[src/rtl/vecfetch_pkg.sv]
package vecfetch_pkg;

    localparam logic [31:0] CODE_BASE  = 32'h0000_0000;
    localparam logic [31:0] SRAM_BASE  = 32'h2000_0000;
    localparam int          REGION_BIT = 29;

    typedef enum logic [1:0] {
        ST_BOOT_SP,
        ST_BOOT_PC,
        ST_IDLE,
        ST_FETCH
    } fetch_state_e;

    typedef struct packed {
        logic        region_sram;
        logic [28:0] offset;
    } tbl_base_t;

    function automatic int table_words(input int n_irq);
        return n_irq + 16;
    endfunction

    // log2 of the required table alignment in bytes
    function automatic int align_lsb(input int n_irq);
        for (int i = 5; i <= 8; i++) begin
            if ((1 << i) >= table_words(n_irq)) return i + 2;
        end
        return 10;
    endfunction

    function automatic logic is_reserved(input logic [7:0] num);
        return (num == 8'd0) || (num >= 8'd7 && num <= 8'd10) || (num == 8'd13);
    endfunction

endpackage

[src/rtl/vf_offset_reg.sv]
module vf_offset_reg
    import vecfetch_pkg::*;
#(
    parameter int ALIGN_LSB = 8
) (
    input  logic        clk,
    input  logic        rst,
    input  logic        wr_en,
    input  logic [31:0] wr_data,
    output logic [31:0] rd_data,
    output tbl_base_t   base
);
    localparam logic [31:0] OFF_MASK = (32'h1FFF_FFFF >> ALIGN_LSB) << ALIGN_LSB;
    localparam logic [31:0] WR_MASK  = OFF_MASK | (32'h1 << REGION_BIT);

    logic [31:0] reg_q;

    always_ff @(posedge clk) begin
        if (rst) reg_q <= '0;
        else if (wr_en) reg_q <= wr_data & WR_MASK;
    end

    assign rd_data          = reg_q;
    assign base.region_sram = reg_q[REGION_BIT];
    assign base.offset      = reg_q[28:0];
endmodule

[src/rtl/vf_addr_gen.sv]
module vf_addr_gen
    import vecfetch_pkg::*;
#(
    parameter int NUM_IRQ = 32
) (
    input  tbl_base_t   base,
    input  logic [7:0]  exc_num,
    output logic [31:0] tbl_base_addr,
    output logic [31:0] entry_addr,
    output logic        entry_bad
);
    localparam int TBL_WORDS = table_words(NUM_IRQ);

    assign tbl_base_addr = (base.region_sram ? SRAM_BASE : CODE_BASE) + {3'b000, base.offset};
    assign entry_addr    = tbl_base_addr + {22'd0, exc_num, 2'b00};
    assign entry_bad     = is_reserved(exc_num) || ({24'd0, exc_num} >= 32'(TBL_WORDS));
endmodule

[src/rtl/vf_fetch_ctrl.sv]
module vf_fetch_ctrl
    import vecfetch_pkg::*;
(
    input  logic        clk,
    input  logic        rst,
    input  logic [31:0] tbl_base_addr,
    input  logic [31:0] entry_addr,
    input  logic        entry_bad,
    input  logic        exc_valid,
    output logic        exc_ready,
    output logic        exc_err,
    output logic        mem_req,
    output logic [31:0] mem_addr,
    input  logic        mem_valid,
    input  logic [31:0] mem_rdata,
    output logic        handler_valid,
    output logic [31:0] handler_addr,
    output logic        sp_valid,
    output logic [31:0] sp_init
);
    fetch_state_e state_q;
    logic [31:0]  addr_q;
    logic         accept;

    assign accept    = (state_q == ST_IDLE) && exc_valid;
    assign exc_ready = (state_q == ST_IDLE);
    assign mem_req   = (state_q != ST_IDLE);
    assign mem_addr  = addr_q;

    always_ff @(posedge clk) begin
        if (rst) begin
            state_q       <= ST_BOOT_SP;
            addr_q        <= '0;
            exc_err       <= 1'b0;
            handler_valid <= 1'b0;
            handler_addr  <= '0;
            sp_valid      <= 1'b0;
            sp_init       <= '0;
        end else begin
            exc_err       <= 1'b0;
            handler_valid <= 1'b0;
            unique case (state_q)
                ST_BOOT_SP: if (mem_valid) begin
                    sp_init  <= mem_rdata;
                    sp_valid <= 1'b1;
                    addr_q   <= tbl_base_addr + 32'd4;
                    state_q  <= ST_BOOT_PC;
                end
                ST_BOOT_PC, ST_FETCH: if (mem_valid) begin
                    handler_addr  <= mem_rdata;
                    handler_valid <= 1'b1;
                    state_q       <= ST_IDLE;
                end
                ST_IDLE: if (accept) begin
                    if (entry_bad) begin
                        exc_err <= 1'b1;
                    end else begin
                        addr_q  <= entry_addr;
                        state_q <= ST_FETCH;
                    end
                end
                default: state_q <= ST_IDLE;
            endcase
        end
    end
endmodule

[src/rtl/vec_fetch_unit.sv]
module vec_fetch_unit
    import vecfetch_pkg::*;
#(
    parameter int NUM_IRQ = 32
) (
    input  logic        clk,
    input  logic        rst,
    input  logic        reg_wr_en,
    input  logic [31:0] reg_wr_data,
    output logic [31:0] reg_rd_data,
    input  logic        exc_valid,
    input  logic [7:0]  exc_num,
    output logic        exc_ready,
    output logic        exc_err,
    output logic        mem_req,
    output logic [31:0] mem_addr,
    input  logic        mem_valid,
    input  logic [31:0] mem_rdata,
    output logic        handler_valid,
    output logic [31:0] handler_addr,
    output logic        sp_valid,
    output logic [31:0] sp_init
);
    localparam int ALIGN_LSB = align_lsb(NUM_IRQ);

    tbl_base_t   base;
    logic [31:0] tbl_base_addr;
    logic [31:0] entry_addr;
    logic        entry_bad;

    vf_offset_reg #(.ALIGN_LSB(ALIGN_LSB)) u_offset_reg (
        .clk(clk), .rst(rst), .wr_en(reg_wr_en), .wr_data(reg_wr_data),
        .rd_data(reg_rd_data), .base(base)
    );

    vf_addr_gen #(.NUM_IRQ(NUM_IRQ)) u_addr_gen (
        .base(base), .exc_num(exc_num), .tbl_base_addr(tbl_base_addr),
        .entry_addr(entry_addr), .entry_bad(entry_bad)
    );

    vf_fetch_ctrl u_fetch_ctrl (
        .clk(clk), .rst(rst), .tbl_base_addr(tbl_base_addr),
        .entry_addr(entry_addr), .entry_bad(entry_bad),
        .exc_valid(exc_valid), .exc_ready(exc_ready), .exc_err(exc_err),
        .mem_req(mem_req), .mem_addr(mem_addr), .mem_valid(mem_valid),
        .mem_rdata(mem_rdata), .handler_valid(handler_valid),
        .handler_addr(handler_addr), .sp_valid(sp_valid), .sp_init(sp_init)
    );
endmodule

[config.mk]
export PLATFORM = sky130hd
export DESIGN_NAME = vec_fetch_unit
export DESIGN_NICKNAME = d
export VERILOG_FILES = /design/src/rtl/vecfetch_pkg.sv /design/src/rtl/vf_offset_reg.sv /design/src/rtl/vf_addr_gen.sv /design/src/rtl/vf_fetch_ctrl.sv /design/src/rtl/vec_fetch_unit.sv
export SDC_FILE = /design/constraint.sdc
export NUM_CORES = 1
export LEC_CHECK = 0
export ABC_AREA = 0
export CAP_MARGIN = 20
export CORE_MARGIN = 2
export CORE_UTILIZATION = 30
export DETAILED_ROUTE_END_ITERATION = 10
export GPL_ROUTABILITY_DRIVEN = 0
export PLACE_DENSITY = 0.6
export SETUP_SLACK_MARGIN = 0.3
export SLEW_MARGIN = 10
export SYNTH_ARGS = -nofsm -noshare
export SYNTH_HDL_FRONTEND = slang
export SYNTH_SLANG_ARGS = --single-unit
[constraint.sdc]
create_clock -name clk -period 3.1 [get_ports clk]
set_input_delay 0.465 -clock clk [delete_from_list [all_inputs] [get_ports clk]]
set_output_delay 0.465 -clock clk [all_outputs]
set_load 0.1 [all_outputs]
==> metrics.md, run 1 <==
| Metric | Value |
|---|---|
| CTS tree | built |
| Minimum clock period after layout | 2.50 ns |
| Logic gate share of total power | approximately 28% |
| Startpoint types | flip-flop |
| Peak supply drop | ~0.35 mV |
| Die Area | between 0.015 and 0.02 mm^2 |
| Post-CTS setup buffers | 0 |
| Final worst slack | 0.597 ns |
| Fraction of layout cells with a size suffix above 1 | a little over a quarter |
| Number of flops mapped to enable cells by yosys | 0 |
| Rows | 46 |
| Endpoints failing hold | 0 |
| End of the worst register-to-register path | u_fetch_ctrl.mem_addr[22] |
| Avg Synthesized Cell Area | 8.77 um^2 |
| Die Span Y | ~130 um |
| Io pins | 210 |
| Hold path startpoint | u_fetch_ctrl.handler_addr[20] |
| Worst Max-Slew Pin Slew | 0.720 ns |
| Setup total negative slack | 0 ns |
| Area grow syn2layout | 45.6% |
| Initial antenna violation count | 0 |
| Crit-path leading delay family | simple AND/OR/NAND/NOR gates |
| DRC viols | 0 |
| Worst reg2reg path depth | 10 |
| Synth cell count leaders | 136 x nand2_1, 120 x dfxtp_1, 96 x a21oi_1 |
| Net switching power | 0.00194 W |
| GRT Residual Overflow | 0 |
| Crit path max fanout | 8 |
| Via count | 4,553 |
| Status | finished clean |
| Switch share | ~38% |
| Leak | 2.96 nW |
| First-pass GRT wire length | between 20 and 25 mm |
| Setup slack at placement | between 0.3 and 0.4 ns |
| Drt total wl | around 15 mm |
| Clock slew at reported path FFs | 0.06 ns |
| Register Area | 0.00240 mm^2 |
| Slew headroom | roughly half |
| Critical-path cell list | nor2b_1 -> and2_1 -> ha_1 -> fa_1 -> and4_4 -> nor3b_4 -> buf_4 -> nand3_1 -> xor2_1 -> a211oi_2 |
| Drt via density | 4.70 |
| HPWL after DPL | ~10 mm |
| Initial Util | a little under a third |
| Most frequent cell after synthesis | nand2_1 |
| Post-layout util | a little under half |
| Global Route Usage Sum | 17.1% |
| Seq/Total Area, Yosys | between 40% and 50% |
| Max cap viols | 0 |
| Fillers | 1,603 |
| Hold Path Stages | 2 |
| Worst EP required | roughly 3.4 ns |
| Synth top area share | 48.5% |
| FF+latch count, synth | 120 |
| CTS root buf | clkbuf_16 |
| RSZ-0062 raised after global routing | no |
| Pwr dens | a little over 700 mW/mm^2 |
| Top_reg_cell synth | dfxtp_1 |
| Setup crit end kind | flip-flop |
| Slowest CP cell | dfxtp_1 |
| Fin nets | ~820 |
| Max Root-Sink Buffers | 2 |
| Avg WL per Cell | ~15 um |
| Worst Skew | roughly 0.012 ns |
| R2R Path Start | u_fetch_ctrl.state_q[0] |
| Post-synth ARST share | 0% |
| Arr. time, crit path | roughly 2.8 ns |
| Multi-input combinational cell area | ~0.0023 mm^2 |
| Final Cycle Share | 80.7% |
| Die width | ~130 um |
| Largest net degree at the start of global routing | between 60 and 70 |
| Core area | around 0.016 mm^2 |
| Sequential Power Share | roughly 34% |
| PostCTS Resize Cnt | 0 |
| Initial drt markers | between 100 and 150 |
| Clk_lat worst skew | around 0.42 ns |
| Final ANT Viol Nets | 0 |
| Overall Power | ~0.0051 W |
| Synth top area cells | dfxtp_1 48%, nand2_1 10%, a21oi_1 9.7%, a211oi_2 5.0%, mux2i_1 4.4% |
| Hold Crit Class | reg2reg |
| Hold EP | u_fetch_ctrl.handler_addr[20] |
| Area leader, netlist | dfxtp_1 |
| Post-Synthesis Cells | between 500 and 600 |
| Max H-tree Level | 4 |
| # port buffers | about 190 |
| Sink Count | between 100 and 150 |
| CP max stage delay | 0.47 ns |
| Synthesis Warnings | 0 |
| CTS Hold Bufs | 0 |
| Worst Path Buf+Inv | 1 |
| Non-filler instance count after layout | ~970 |
| Max frequency | roughly 400 MHz |
| Post-Place Cells | approximately 940 |
| P_int | roughly 0.0032 W |
| DR pass1 iterations | 4 |
| Clk pwr share | between 30% and 40% |
| ANT cells | 0 |
| Netlist Area Pre-Place | 0.00496 mm^2 |
| Number of global-route vias before repair | between 4,000 and 5,000 |
| Final setup violation count | 0 |
| Pins Over Slew Limit | 0 |
| TritonCTS Buffers | 17 |
| Synth cell types | 47 |
| Flop2flop setup slack | 0.60 ns |
| Critical path type | reg2reg |
## worst max-delay path by stage
stage,startpoint,endpoint,depth (start not counted)
2_1_floorplan,u_offset_reg.rd_data[8],u_fetch_ctrl.mem_addr[30],7
3_3_place_gp,exc_num[6],u_fetch_ctrl.mem_addr[22],10
3_5_place_dp,exc_num[6],u_fetch_ctrl.mem_addr[22],10
4_1_cts,u_fetch_ctrl.state_q[0],u_fetch_ctrl.mem_addr[22],10
5_1_grt,u_fetch_ctrl.state_q[0],u_fetch_ctrl.mem_addr[30],9
6_report,u_fetch_ctrl.state_q[0],u_fetch_ctrl.mem_addr[22],10
## metal layers
layer	routed length (um)	global-route usage, %	up-vias
met5	0	0	-
met4	377	7.29	0
met3	971	6.13	24
met2	7020	27.3	145
met1	6530	20.8	2142
li1	-	-	2242
## metrics by stage
step	hold slack [ns]	area (um^2)
global placement	0.444	6640
CTS	0.456	7220
detailed placement	0.448	6640
finish	0.454	7220
floorplan	0.468	5000
global route	0.467	7220
## flip-flops by register name, summed over array words and instances, names as in the netlist
register,cells
u_offset_reg.rd_data,22
u_fetch_ctrl.state_q,2
u_fetch_ctrl.mem_addr,29
u_fetch_ctrl.handler_addr,32
u_fetch_ctrl.sp_valid,1
u_fetch_ctrl.handler_valid,1
u_fetch_ctrl.exc_err,1
u_fetch_ctrl.sp_init,32
## cell type report
| type | instances | area share (%) |
|---|---|---|
| flip-flops and latches | 120 | 33.3 |
| multi-input cells | 401 | 31.9 |
| repair buffers | 197 | 22.9 |
| clock buffers | 18 | 5.95 |
| well taps | 216 | 3.74 |
| clock inverters | 14 | 2.11 |
| inverters | 2 | 0.104 |
## cell families after synthesis
kind of cell | after synthesis | synth area share [%]
AND/OR/NAND/NOR | 213 | 19.7
buffers and inverters | 56 | 6.13
XOR/XNOR | 21 | 3.71
AO/OA/AOI/OAI | 129 | 16.6
flip-flops | 120 | 48.5
other | 1 | 0.0756
multiplexers | 22 | 4.44
adder cells (fa/ha/maj) | 3 | 0.909
## tightest hold or removal path, cell delays in order, from the launching register on
cell	delay, ns
dfxtp_1	0.31
nand2_1	0.05
a21oi_1	0.05
## placed cells by master (no fill, tap or decap), types with 8 or more instances in the layout
| cell | n |
|---|---|
| clkbuf_16 | 17 |
| clkdlybuf4s50_1 | 65 |
| nor2_1 | 30 |
| mux2i_1 | 22 |
| xor2_1 | 14 |
| nand2_1 | 136 |
| nand4_1 | 8 |
| a211oi_2 | 20 |
| a21oi_1 | 95 |
| conb_1 | 13 |
| nand3_1 | 10 |
| dfxtp_1 | 120 |
| buf_4 | 131 |
## power by group through the flow
stage               Clock (W)  Combinational (W)  Sequential (W)
global placement            0            0.00143         0.00176
detailed placement          0            0.00144         0.00176
floorplan                   0           0.000391         0.00247
global route          0.00205            0.00149         0.00174
finish                0.00193            0.00144         0.00173
CTS                   0.00197            0.00144         0.00173
Note: power is estimated with default switching activity, not from simulation.
==> inputs of run 2 (changes only) <==
PLACE_DENSITY = 0.62   (was 0.6)
clock period = 2.1 ns   (was 3.1 ns; I/O delays follow)
==> metrics.md, run 2 (same netlist as run 1, synthesis figures left out) <==
| Metric | Value |
|---|---|
| HPWL after DPL | ~11 mm |
| Peak supply drop | roughly 0.52 mV |
| Crit path from | u_fetch_ctrl.state_q[1] |
| Leak | 3.21 nW |
| Crit-path leading delay family | simple AND/OR/NAND/NOR gates |
| Max Root-Sink Buffers | 2 |
| Critical path type | reg2reg |
| Initial Util | approximately 31% |
| ANT cells | 0 |
| Hold Crit Class | in2reg |
| Most common cell after layout, fill and taps aside | buf_4 |
| R2R Path Start | u_fetch_ctrl.state_q[1] |
| CTS tree | built |
| TritonCTS Buffers | 17 |
| Fin nets | 851 |
| Clk pwr share | 37.8% |
| Arr. time, crit path | ~2.5 ns |
| DRC viols | 0 |
| Crit path to | u_fetch_ctrl.mem_addr[30] |
| Crit path max fanout | 2 |
| Status | finished, violations left |
| Drt total wl | roughly 16 mm |
| Cell depth of the worst setup path | 9 |
| End of the worst register-to-register path | u_fetch_ctrl.mem_addr[30] |
| Slew headroom | 62.3% |
| Final ANT Viol Nets | 0 |
| Sink Count | 120 |
| Io pins | 210 |
| Fraction of layout cells with a size suffix above 1 | roughly a third |
| Startpoint types | flip-flop |
| Final Cycle Share | 103% |
| Final setup violation count | 3 |
| Max frequency | about 460 MHz |
| Hold WS | 0.356 ns |
| RSZ-0062 raised after global routing | yes |
| Pwr dens | approximately 1000 mW/mm^2 |
| Logic gate share of total power | between 20% and 30% |
| Fillers | between 1,500 and 2,000 |
| Hold Path Stages | 4 |
| Post-Place Cells | 953 |
| Die Area | 0.0176 mm^2 |
| Switch share | 36.3% |
| Worst reg2reg path depth | 9 |
| Via count | between 4,000 and 5,000 |
| P_int | between 0.004 and 0.005 W |
| Non-filler instance count after layout | 998 |
| Worst Skew | between 0.008 and 0.009 ns |
| Worst EP required | 2.44 ns |
| CP max stage delay | roughly 0.4 ns |
| Hold path startpoint | exc_num[1] |
| Core area | 0.0160 mm^2 |
| Final worst slack | -0.0652 ns |
| Avg WL per Cell | between 15 and 20 um |
| Max cap viols | 0 |
| Minimum clock period after layout | approximately 2.2 ns |
| Pins Over Slew Limit | 0 |
| Slowest CP cell | or4_1 |
| Clk_lat worst skew | between 0.4 and 0.5 ns |
| Flop2flop setup slack | -0.07 ns |
| Initial drt markers | 260 |
| Global Route Usage Sum | 17.6% |
| DR pass1 iterations | 5 |
| Die Span Y | ~130 um |
| Sequential Power Share | 33.3% |
| Drt via density | roughly 4.8 |
| Initial antenna violation count | 0 |
| Die width | 133 um |
| Critical-path cell list | nor2b_4 -> and2_4 -> ha_4 -> fa_2 -> and4_4 -> nor3b_4 -> nand3_1 -> or4_1 -> a21oi_1 |
| Worst Max-Slew Pin Slew | between 0.5 and 0.6 ns |
| CTS Hold Bufs | 0 |
| Worst Path Buf+Inv | 0 |
| Net switching power | roughly 0.0028 W |
| Area after DPL | between 0.006 and 0.007 mm^2 |
| Failing checks | negative setup slack |
| Endpoints failing hold | 0 |
| Design Area, Final | ~0.0077 mm^2 |
| CTS root buf | clkbuf_16 |
| Rows | between 40 and 50 |
| GRT Residual Overflow | 0 |
| Setup crit end kind | flip-flop |
| Area grow syn2layout | 55.8% |
| First-pass GRT wire length | 24.8 mm |
| Number of global-route vias before repair | approximately 4,700 |
| Clock slew at reported path FFs | 0.05 ns |
| # port buffers | 186 |
| Max H-tree Level | 4 |
| Largest net degree at the start of global routing | 45 |
| Commonest cells after routing, fill and taps aside | 152 x buf_4, 135 x nand2_1, 101 x dfxtp_1, 92 x a21oi_1, 63 x clkdlybuf4s50_1 |
## run 2: cell count changes in the layout (fill, tap and decap cells not counted), moves of 3 or more
| cell | change |
|---|---|
| dfxtp_1 | -19 |
| clkinv_4 | -5 |
| a21oi_2 | +3 |
| nand3_1 | -3 |
| buf_12 | +5 |
| buf_4 | +21 |
| a21oi_1 | -3 |
| nand3_2 | +3 |
| dfxtp_2 | +19 |
| buf_6 | +4 |
## run 2: how the worst min path moves through the flow
stage	to	slack, ns
after floorplan	u_fetch_ctrl.handler_addr[12]	0.45
after global placement	u_fetch_ctrl.handler_addr[17]	0.44
after detailed placement	u_fetch_ctrl.sp_init[5]	0.45
after CTS	u_offset_reg.rd_data[28]	0.35
after global routing	u_fetch_ctrl.mem_addr[3]	0.36
final	u_fetch_ctrl.mem_addr[3]	0.36
## run 2: metrics by stage
stage	total power (W)	setup TNS, ns	worst slack, ns	utilization [%]
floorplan	0.00425	-0.738	-0.279	-
global placement	0.00476	-3.89	-0.359	42.9
detailed placement	0.00478	-5.07	-0.373	42.9
CTS	0.00774	-0.0983	-0.0559	47.5
global route	0.00798	-0.843	-0.145	48.3
finish	0.00770	-0.103	-0.0652	48.3
## run 2: repair_timing
item / CTS / global route
endpoints found under the setup margin: 21 / 28
setup buffers: 7 / 6
pin swaps: 12 / 14
cloned: 0 / 2
resized for setup: 17 / 13
## run 2: power by group through the flow
stage               Combinational, W  Clock, W  Sequential [W]
floorplan                   0.000585         0         0.00366
global placement             0.00216         0         0.00260
detailed placement           0.00218         0         0.00261
CTS                          0.00220   0.00297         0.00256
global route                 0.00232   0.00308         0.00258
finish                       0.00223   0.00291         0.00256
## run 2: cell type report
type	instances	area [um^2]	share of cell area, %
inverters	2	20.0	0.259
clock inverters	9	125	1.62
clock buffers	21	460	5.96
well taps	216	270	3.50
repair buffers	229	2000	25.9
multi-input cells	401	2420	31.3
flip-flops and latches	120	2430	31.4
## run 2: tightest hold or removal path, stage by stage
cell and delay (ns):
dlymetal6s2s_1 0.14, buf_4 0.14, nand4_1 0.06, a21oi_1 0.06
## run 2: metal layers
layer	up-vias	track usage, %	share of wire [%]
li1	2304	-	-
met1	2270	20.3	42
met2	147	30.4	50
met3	20	4.83	5.2
met4	0	8.18	2.2
met5	-	0	0
